--- src/rtl/spi_ctrl_pkg.sv ---
package spi_ctrl_pkg;

  typedef struct packed {
    logic load;      // begin a character
    logic present;   // put first bit on the line at load (phase 0)
    logic shiftOut;  // advance transmit data
    logic sampleIn;  // capture one received bit
    logic finish;    // character complete
  } engStrobe_t;

  typedef struct packed {
    logic       master;
    logic       phase;
    logic       clkPol;
    logic [1:0] enSel;   // [1] transmit, [0] receive
    logic       txIe;
    logic       rxIe;
  } ctlCfg_t;

  localparam logic [2:0] ADDR_DATA = 3'd0;
  localparam logic [2:0] ADDR_CTRL = 3'd1;
  localparam logic [2:0] ADDR_STAT = 3'd2;
  localparam logic [2:0] ADDR_DIVL = 3'd3;
  localparam logic [2:0] ADDR_DIVH = 3'd4;

endpackage

--- src/rtl/spi_ctrl_ctl.sv ---
module spi_ctrl_ctl
  import spi_ctrl_pkg::*;
#(
  parameter int DATA_W      = 8,
  parameter int DIV_W       = 16,
  parameter int SYNC_STAGES = 2
) (
  input  logic              clk,
  input  logic              rstN,
  input  logic              wrEn,
  input  logic [2:0]        addr,
  input  logic [DATA_W-1:0] wrData,
  input  logic              txEmpty,
  input  logic              rxFull,
  input  logic              sckIn,
  input  logic              ssnIn,
  input  logic              sdiIn,
  output ctlCfg_t           cfg,
  output logic [DIV_W-1:0]  divisor,
  output engStrobe_t        stb,
  output logic              sdiBit,
  output logic              sckOut,
  output logic              ssnOut,
  output logic              busy
);
  localparam int CNT_W  = DIV_W + 1;
  localparam int EDGE_W = $clog2(2 * DATA_W + 1);
  localparam int SCNT_W = $clog2(DATA_W);
  localparam logic [EDGE_W-1:0] LAST_EDGE = EDGE_W'(2 * DATA_W);

  // configuration registers
  always_ff @(posedge clk or negedge rstN) begin
    if (!rstN) begin
      cfg     <= '0;
      divisor <= '0;
    end else if (wrEn) begin
      if (addr == ADDR_CTRL) cfg <= ctlCfg_t'(wrData[6:0]);
      if (addr == ADDR_DIVL) divisor[7:0] <= wrData[7:0];
      if (addr == ADDR_DIVH) divisor[DIV_W-1:8] <= wrData[DIV_W-9:0];
    end
  end

  // ---------------- master sequencer ----------------
  logic [CNT_W-1:0]  divCnt;
  logic [EDGE_W-1:0] edgeCnt;
  logic              mActive, sckTog;
  logic [CNT_W-1:0]  divEff;
  logic              mTick, mEdge, mLead, startOk;

  assign divEff  = (divisor == '0) ? {1'b1, {DIV_W{1'b0}}} : {1'b0, divisor};
  assign mTick   = mActive && (divCnt == divEff - CNT_W'(1));
  assign mEdge   = mTick && (edgeCnt != LAST_EDGE);
  assign mLead   = ~edgeCnt[0];
  assign startOk = cfg.master && (cfg.enSel != 2'b00) && !mActive &&
                   (!cfg.enSel[1] || !txEmpty) && (!cfg.enSel[0] || !rxFull);

  always_ff @(posedge clk or negedge rstN) begin
    if (!rstN) begin
      mActive <= 1'b0;
      divCnt  <= '0;
      edgeCnt <= '0;
      sckTog  <= 1'b0;
    end else if (!mActive) begin
      if (startOk) begin
        mActive <= 1'b1;
        divCnt  <= '0;
        edgeCnt <= '0;
        sckTog  <= 1'b0;
      end
    end else if (mTick) begin
      divCnt <= '0;
      if (edgeCnt == LAST_EDGE) mActive <= 1'b0;
      else begin
        sckTog  <= ~sckTog;
        edgeCnt <= edgeCnt + EDGE_W'(1);
      end
    end else begin
      divCnt <= divCnt + CNT_W'(1);
    end
  end

  // ---------------- slave synchronizer and edge detect ----------------
  logic [SYNC_STAGES-1:0] sckSync, ssnSync, sdiSync;
  logic                   sckPrev, ssnPrev, sActive;
  logic [SCNT_W-1:0]      sCnt;

  always_ff @(posedge clk or negedge rstN) begin
    if (!rstN) begin
      sckSync <= '0;
      ssnSync <= '1;
      sdiSync <= '0;
      sckPrev <= 1'b0;
      ssnPrev <= 1'b1;
    end else begin
      sckSync <= {sckSync[SYNC_STAGES-2:0], sckIn};
      ssnSync <= {ssnSync[SYNC_STAGES-2:0], ssnIn};
      sdiSync <= {sdiSync[SYNC_STAGES-2:0], sdiIn};
      sckPrev <= sckSync[SYNC_STAGES-1];
      ssnPrev <= ssnSync[SYNC_STAGES-1];
    end
  end

  logic slaveOn, ssnS, sLoad, sEdge, sLead, sSample, sShift, sFinish;
  assign slaveOn = !cfg.master && (cfg.enSel != 2'b00);
  assign ssnS    = ssnSync[SYNC_STAGES-1];
  assign sLoad   = slaveOn && ssnPrev && !ssnS;
  assign sEdge   = slaveOn && sActive && !ssnS && (sckSync[SYNC_STAGES-1] != sckPrev);
  assign sLead   = sckSync[SYNC_STAGES-1] ^ cfg.clkPol;
  assign sSample = sEdge && (cfg.phase ? !sLead : sLead);
  assign sShift  = sEdge && (cfg.phase ? sLead : !sLead);
  assign sFinish = sSample && (sCnt == SCNT_W'(DATA_W - 1));

  always_ff @(posedge clk or negedge rstN) begin
    if (!rstN) begin
      sActive <= 1'b0;
      sCnt    <= '0;
    end else if (sLoad) begin
      sActive <= 1'b1;
      sCnt    <= '0;
    end else if (sFinish || ssnS) begin
      sActive <= 1'b0;
    end else if (sSample) begin
      sCnt <= sCnt + SCNT_W'(1);
    end
  end

  // ---------------- strobe selection ----------------
  always_comb begin
    if (cfg.master) begin
      stb.load     = startOk;
      stb.present  = startOk && !cfg.phase;
      stb.shiftOut = mEdge && (cfg.phase ? mLead : !mLead);
      stb.sampleIn = mEdge && (cfg.phase ? !mLead : mLead);
      stb.finish   = mTick && (edgeCnt == LAST_EDGE);
    end else begin
      stb.load     = sLoad;
      stb.present  = sLoad && !cfg.phase;
      stb.shiftOut = sShift;
      stb.sampleIn = sSample;
      stb.finish   = sFinish;
    end
  end

  assign sdiBit = cfg.master ? sdiIn : sdiSync[SYNC_STAGES-1];
  assign sckOut = (cfg.master && mActive) ? (sckTog ^ cfg.clkPol) : cfg.clkPol;
  assign ssnOut = !(cfg.master && mActive);
  assign busy   = mActive || sActive;

endmodule

--- src/rtl/spi_ctrl_dp.sv ---
module spi_ctrl_dp
  import spi_ctrl_pkg::*;
#(
  parameter int DATA_W = 8
) (
  input  logic              clk,
  input  logic              rstN,
  input  logic              wrEn,
  input  logic              rdEn,
  input  logic [2:0]        addr,
  input  logic [DATA_W-1:0] wrData,
  input  logic [1:0]        enSel,
  input  logic              txIe,
  input  logic              rxIe,
  input  engStrobe_t        stb,
  input  logic              sdiBit,
  output logic              txEmpty,
  output logic              rxFull,
  output logic              underrun,
  output logic              overrun,
  output logic [DATA_W-1:0] rxData,
  output logic              sdoOut,
  output logic              irq
);
  logic [DATA_W-1:0] txBuf, txShift, rxShift, loadVal, rxNext, rxPick;
  logic              sdoReg, dataWr, dataRd, statWr, rxCapture;

  assign dataWr    = wrEn && (addr == ADDR_DATA);
  assign dataRd    = rdEn && (addr == ADDR_DATA);
  assign statWr    = wrEn && (addr == ADDR_STAT);
  assign loadVal   = enSel[1] ? txBuf : '1;
  assign rxNext    = {rxShift[DATA_W-2:0], sdiBit};
  assign rxPick    = stb.sampleIn ? rxNext : rxShift;
  assign rxCapture = stb.finish && enSel[0];

  // transmit side
  always_ff @(posedge clk or negedge rstN) begin
    if (!rstN) begin
      txBuf    <= '0;
      txEmpty  <= 1'b1;
      underrun <= 1'b0;
      txShift  <= '1;
      sdoReg   <= 1'b1;
    end else begin
      if (dataWr) txBuf <= wrData;

      if (dataWr)                      txEmpty <= 1'b0;
      else if (stb.load && enSel[1])   txEmpty <= 1'b1;

      if (stb.load && enSel[1] && txEmpty) underrun <= 1'b1;
      else if (statWr && wrData[2])        underrun <= 1'b0;

      if (stb.load) begin
        if (stb.present) begin
          sdoReg  <= loadVal[DATA_W-1];
          txShift <= {loadVal[DATA_W-2:0], 1'b1};
        end else begin
          txShift <= loadVal;
        end
      end else if (stb.shiftOut) begin
        sdoReg  <= txShift[DATA_W-1];
        txShift <= {txShift[DATA_W-2:0], 1'b1};
      end
    end
  end

  // receive side
  always_ff @(posedge clk or negedge rstN) begin
    if (!rstN) begin
      rxShift <= '0;
      rxData  <= '0;
      rxFull  <= 1'b0;
      overrun <= 1'b0;
    end else begin
      if (stb.load)          rxShift <= '0;
      else if (stb.sampleIn) rxShift <= rxNext;

      if (rxCapture) begin
        if (rxFull && !dataRd) overrun <= 1'b1;
        else begin
          rxData <= rxPick;
          rxFull <= 1'b1;
        end
      end else if (dataRd) begin
        rxFull <= 1'b0;
      end

      if (statWr && wrData[3] && !(rxCapture && rxFull && !dataRd)) overrun <= 1'b0;
    end
  end

  assign sdoOut = sdoReg;
  assign irq    = (txEmpty && txIe && enSel[1]) || (rxFull && rxIe);

endmodule

--- src/rtl/spi_ctrl.sv ---
module spi_ctrl
  import spi_ctrl_pkg::*;
#(
  parameter int DATA_W      = 8,
  parameter int DIV_W       = 16,
  parameter int SYNC_STAGES = 2
) (
  input  logic              clk,
  input  logic              rstN,
  input  logic              wrEn,
  input  logic              rdEn,
  input  logic [2:0]        addr,
  input  logic [DATA_W-1:0] wrData,
  output logic [DATA_W-1:0] rdData,
  output logic              irq,
  output logic              sckOut,
  output logic              ssnOut,
  output logic              sdoOut,
  input  logic              sckIn,
  input  logic              ssnIn,
  input  logic              sdiIn
);
  ctlCfg_t           cfgW;
  engStrobe_t        stbW;
  logic [DIV_W-1:0]  divW;
  logic [DATA_W-1:0] rxDataW;
  logic              txEmptyW, rxFullW, underrunW, overrunW, busyW, sdiBitW;

  spi_ctrl_ctl #(.DATA_W(DATA_W), .DIV_W(DIV_W), .SYNC_STAGES(SYNC_STAGES)) u_ctl (
    .clk(clk), .rstN(rstN), .wrEn(wrEn), .addr(addr), .wrData(wrData),
    .txEmpty(txEmptyW), .rxFull(rxFullW),
    .sckIn(sckIn), .ssnIn(ssnIn), .sdiIn(sdiIn),
    .cfg(cfgW), .divisor(divW), .stb(stbW), .sdiBit(sdiBitW),
    .sckOut(sckOut), .ssnOut(ssnOut), .busy(busyW)
  );

  spi_ctrl_dp #(.DATA_W(DATA_W)) u_dp (
    .clk(clk), .rstN(rstN), .wrEn(wrEn), .rdEn(rdEn), .addr(addr), .wrData(wrData),
    .enSel(cfgW.enSel), .txIe(cfgW.txIe), .rxIe(cfgW.rxIe),
    .stb(stbW), .sdiBit(sdiBitW),
    .txEmpty(txEmptyW), .rxFull(rxFullW), .underrun(underrunW), .overrun(overrunW),
    .rxData(rxDataW), .sdoOut(sdoOut), .irq(irq)
  );

  always_comb begin
    case (addr)
      ADDR_DATA: rdData = rxDataW;
      ADDR_CTRL: rdData = {{(DATA_W-7){1'b0}}, cfgW};
      ADDR_STAT: rdData = {{(DATA_W-5){1'b0}}, busyW, overrunW, underrunW, rxFullW, txEmptyW};
      ADDR_DIVL: rdData = divW[7:0];
      ADDR_DIVH: rdData = DATA_W'(divW[DIV_W-1:8]);
      default:   rdData = '0;
    endcase
  end

endmodule

--- config.mk ---
export PLATFORM = sky130hd
export DESIGN_NAME = spi_ctrl
export DESIGN_NICKNAME = d
export VERILOG_FILES = /design/src/rtl/spi_ctrl_pkg.sv /design/src/rtl/spi_ctrl_ctl.sv /design/src/rtl/spi_ctrl_dp.sv /design/src/rtl/spi_ctrl.sv
export SDC_FILE = /design/constraint.sdc
export NUM_CORES = 1
export LEC_CHECK = 0
export ABC_AREA = 1
export ABC_CLOCK_PERIOD_IN_PS = 4350
export BUFFER_PORTS_ARGS = -buffer_cell sky130_fd_sc_hd__buf_2
export CAP_MARGIN = 20
export CORE_MARGIN = 8
export CORE_UTILIZATION = 60
export CTS_BUF_LIST = sky130_fd_sc_hd__clkbuf_2 sky130_fd_sc_hd__clkbuf_4 sky130_fd_sc_hd__clkbuf_8
export CTS_CLUSTER_DIAMETER = 40
export DETAILED_ROUTE_END_ITERATION = 12
export GPL_TIMING_DRIVEN = 0
export MAX_ROUTING_LAYER = met4
export PLACE_DENSITY = 0.79
export SYNTH_ARGS = -nofsm -noshare
export SYNTH_HDL_FRONTEND = slang
export SYNTH_HIERARCHICAL = 1
export SYNTH_SLANG_ARGS = --single-unit
--- constraint.sdc ---
create_clock -name clk -period 4.35 [get_ports clk]
set_clock_uncertainty 0.1 [all_clocks]
set_input_delay 0.87 -clock clk [delete_from_list [all_inputs] [get_ports clk]]
set_output_delay 0.87 -clock clk [all_outputs]
set_load 0.03 [all_outputs]
* Yosys cells after proc, flatten, opt, wreduce, memory -nomap -nowiden
Cells that the tools add are included.
** Word-level totals
- Register bits after elaboration :: 96
- Latch bits :: 0
- RAM bits :: 0
- ROM bits :: 0
- Input port bits :: 18
- Output and inout port bits :: 12
- Logic and storage cells :: 173
- Memories :: 0
** Operators by class
- $add $sub $neg :: 4
- Multiply operators :: 0
- Divide/modulo/power cells :: 0
- Magnitude comparators :: 0
- Equal/unequal tests :: 14
- Shift operators :: 0
- Mux-type cells :: 48
- Bitwise gates (word level) :: 5
- Reductions and logical operators :: 74
** Operators with widths (number)
- $mux 17 :: 4
- $mux 8 :: 6
- $pmux 8 s5 :: 1
- $logic_and 1x1->1 :: 36
- $mux 1 :: 29
- $mux 5 :: 5
- $reduce_bool 2->1 :: 10
- $add 17x1->17 const B :: 1
- $eq 17x17->1 :: 1
- $sub 17x1->17 const B :: 1
- $logic_not 16->1 :: 1
- $reduce_and 2->1 :: 8
- $logic_not 1->1 :: 12
- $mux 3 :: 3
- $ne 2x2->1 const B :: 4
- $eq 3x2->1 const B :: 2
- $eq 3x3->1 const B :: 2
- $add 5x1->5 const B :: 1
- $eq 5x5->1 const B :: 1
- $logic_or 1x1->1 :: 5
- $ne 5x5->1 const B :: 1
- $add 3x1->3 const B :: 1
- $eq 3x1->1 const B :: 1
- $logic_not 3->1 :: 1
- 5 further kinds :: 8

* Logic depth before layout (Yosys ltp)
- Depth in word-level cells :: 15
- Mapped depth :: 21
- Gate-level depth less buffers :: 20

* Modules after synthesis
The synthesis kept the hierarchy.
** By module, submodules not included
- spi_ctrl_ctl :: instances 1, cells each 439, area an instance 3430.8 um2
- spi_ctrl_dp :: instances 1, cells each 198, area an instance 1765.4 um2
- spi_ctrl :: instances 1, cells each 80, area an instance 431.7 um2

* Least setup slack after synthesis
OpenSTA, ideal clock, no wires.
- Path type :: input to output
- Start point :: in addr[0]
- End point :: out rdData[2]
- Arrival time :: 1640 ps
- Setup slack :: 1740 ps
- Cell stages on the path :: 7
- Path buffers :: 2
- Path through :: buf_6 nor2_4 buf_6 nand3_2 o21ai_0 inv_1 nand2_1
** Between the ends
- Longest elaborated chain between the ends :: 2
- Elaborated cells between the ends (all ways) :: 6
- Those cells by class :: eq/ne: 4; mux: 1; reduce/logical: 1
** RTL lines
- from (decl) :: line spi_ctrl.sv:12 : input logic [2:0] addr,
- $eq 3x3->1 (tied with other cells) :: line spi_ctrl.sv:46 : case (addr)
- $pmux 8 s5 (*) :: line spi_ctrl.sv:46
- to (decl) :: line spi_ctrl.sv:14 : output logic [DATA_W-1:0] rdData,
Every way passes the cells marked *; elsewhere a longest branch is shown, timed or not.

==> impl_metrics.tcl <==
set metrics [dict create \
    rsz0062_at_grt "no" \
    setup_viol 0 \
    drc_errors 0 \
    post-route-period-util_pct 76.5 \
    run_status "finished clean" \
    gr-max-usage-layer "met2" \
    peakVddDrop_mv 0.305 \
    slowest_stage "dfrtp_1" \
    finalCriticalPeriod_ns 3.33 \
    boundaryPins 30 \
    final_antenna_net_count 0 \
    synth_top_area_share_pct 36.9 \
    min_path_cells 0 \
    grt_pass1_wl_um 22900 \
    drt_iter0_markers 349 \
    routed_via_density 5.63 \
    ys_seq_elements 96 \
    clock.fmax_mhz 301 \
    nFillCells 792 \
    cts_resized 0 \
    multi_input_area_um2 2700 \
    power.density_nw_per_um2 447 \
    syn_area_um2 5630 \
    ys_warn_count 6 \
    initial_core_util_pct 61.5 \
    seq_area_frac_synth_pct 43.0 \
    htreeDepth 3 \
    p_sw_share_pct 38.5 \
    core_area_um2 9150 \
    critPathLaunchType "register" \
    finalSetupTns_ns 0 \
    internal_power_uw 1690 \
    async_reset_ff_share_pct 100 \
    final_max_slew_viol_count 0 \
    path_cells "inv_1, ha_1, inv_1, nor2_1, nand2_1, nand2_1, nand2_1, nand2_1, nand3b_1, nor2_1, nand2_1, nor2_1, nand3_1, nor3_1, nand2_1, nand2_1, buf_6, nand2_1, o21ai_0, nand3_1, nand2_1" \
    p_clk_share_pct 22.7 \
    dr_total_vias 4924 \
    final_nets 783 \
    synthFlopType "dfrtp_1" \
    power_switching_uw 1060 \
    criticalPathCategory "reg2reg" \
    drt_first_pass_iters 6 \
    crit_start "u_ctl/divisor[0]" \
    antenna_cells 0 \
    regToRegEndpoint "u_dp/rxData[4]" \
    place_ws_ns 1.12 \
    end_kind "register" \
    insertion_delay_ns 0.37 \
    fin_cells 874 \
    r2r_cells 21 \
    max_slew.worst_pin.slew_ns 0.542 \
    placed_cells 858 \
    synth.most_common_cell "nand2_1" \
    hold_class "reg2reg" \
    avgSynthCellArea_um2 7.85 \
    numCtsBuffers 9 \
    worst_ep_required_time_ns 4.56 \
    clockBufferDepth 2 \
    maxSlewHeadroom_pct 63.9 \
    overflow 0 \
    antenna_found_initial 0 \
    cts_tree "built" \
    hold_buffers 0 \
    arrival_ns 3.53 \
    synth_top_area_cell "dfrtp_1" \
    grt_max_degree 69 \
    grt_pass1_vias 4940 \
    port_buffers 29 \
    use_met3_pct 3.41 \
    total_power_uw 2750 \
    power_frac_comb_pct 31.3 \
    cts_setup_buffers 0 \
    dp_hpwl_um 10100 \
    grt.met1_usage_pct 28.8 \
    synthToLayoutAreaGrowth_pct 9.27 \
    r2r_start "u_ctl/divisor[0]" \
    clkSinkCount 96 \
    die_area_um2 12700 \
    drt-total-wl_um 13300 \
    die_y_um 113 \
    p_seq_share_pct 46.0 \
    drive_gt1_share_pct 15.5 \
    use_met2_pct 36.4 \
    cpPeakStageDelay_ns 0.46 \
    std_cell_rows 35 \
    p_leak_uw 0.00304 \
    clk_pin_slew_ns 0.10 \
    finalWorstSetupSlack_ns 1.02 \
    gp_congestion 0.917 \
    yosysUniqueCellTypes 42 \
    synth_enable_flop_cells 0 \
    regToRegSetupSlack_ns 1.02 \
    ys_top_cells_by_area "dfrtp_1 37%, nand2_1 13%, dfstp_2 6.1%" \
    ys_top_cells_by_count "197 x nand2_1, 87 x inv_1, 83 x dfrtp_1" \
    final_util_pct 67.2 \
    regArea_um2 2420 \
    clockRootBuffer "clkbuf_8" \
    track_usage_pct 22.5 \
    routedWlPerCell_um 15.2 \
    cp_common_cell "nand2_1" \
    drv_cap 0 \
    synth_nets 742 \
    hold_violations 0 \
    path_max_fanout 10 \
    crit_end "u_dp/rxData[4]" \
    fp.dieW_um 113 \
    syn_inst 717 \
]
worst max-delay path, delay by kind of cell, from the launching register on:
family,cells,cell delay [ns]
compound gates,1,0.11
fa+ha+maj,1,0.21
buf+inv,3,0.39
flops,1,0.46
simple gates,16,2.00
layer usage:
layer,routed length [um],up-vias
li1,-,2390
met5,0,-
met3,625,18
met2,6350,153
met1,6140,2363
met4,193,0
flip-flops by register name (all words and copies together), names as in the netlist, 2 cells and up:
name,cells
u_dp/txBuf,8
u_ctl/sdiSync,2
u_dp/rxShift,8
u_ctl/cfg,7
u_ctl/sckSync,2
u_ctl/divisor,16
u_ctl/edgeCnt,5
u_dp/rxData,8
u_dp/txShift,8
u_ctl/sCnt,3
u_ctl/divCnt,17
u_ctl/ssnSync,2
power groups by stage:
stage | Sequential, uW | Clock (uW) | Combinational (uW)
floorplan | 1230 | 0 | 645
global placement | 1270 | 0 | 816
detailed placement | 1280 | 0 | 848
CTS | 1260 | 634 | 856
global route | 1290 | 666 | 973
finish | 1270 | 623 | 860
worst min path at each step:
stage / from / endpoint / slack, ns
floorplan: u_ctl/sckSync[0] / u_ctl/sckSync[1] / 0.23
global placement: u_ctl/sdiSync[0] / u_ctl/sdiSync[1] / 0.23
detailed placement: u_ctl/sckSync[0] / u_ctl/sckSync[1] / 0.24
CTS: u_ctl/sckSync[0] / u_ctl/sckSync[1] / 0.26
global route: u_ctl/ssnSync[0] / u_ctl/ssnSync[1] / 0.27
finish: u_ctl/sckSync[0] / u_ctl/sckSync[1] / 0.26
kinds of logic (layout without fill, tap and decap cells):
group	Yosys count	in the layout	share of synthesized area (%)
flops	96	96	43.0
simple gates	392	392	33.1
fa+ha+maj	7	7	1.56
buf+inv	114	160	9.11
compound gates	72	72	7.45
xor+xnor	36	36	5.85
cell type report:
type                            instances  share of cell area [%]
Inverter                               95                    5.88
Multi-Input combinational cell        507                    43.8
Tap cell                              111                    2.26
Timing Repair Buffer                   30                    2.85
Buffer                                 19                    2.46
Sequential cell                        96                    39.3
Clock buffer                           10                    2.14
Clock inverter                          6                    1.24
through the flow:
step           area [um^2]  hold slack [ns]
6_report              6150            0.256
5_1_grt               6150            0.270
4_1_cts               6150            0.257
3_5_place_dp          5940            0.236
3_3_place_gp          5910            0.233
2_1_floorplan         5630            0.231
cells in the final DEF (no fill, tap or decap), types with 9 or more instances in the layout:
cell type	instances
nor2_1	52
dfstp_2	13
dfrtp_1	83
buf_2	29
nand2_1	197
o21ai_0	38
nor2_4	9
xnor2_1	11
nand3_1	55
o22ai_1	11
clkbuf_8	9
xor2_1	24
nand4_1	37
buf_6	9
inv_1	87
Note: power is estimated with default switching activity, not from simulation.
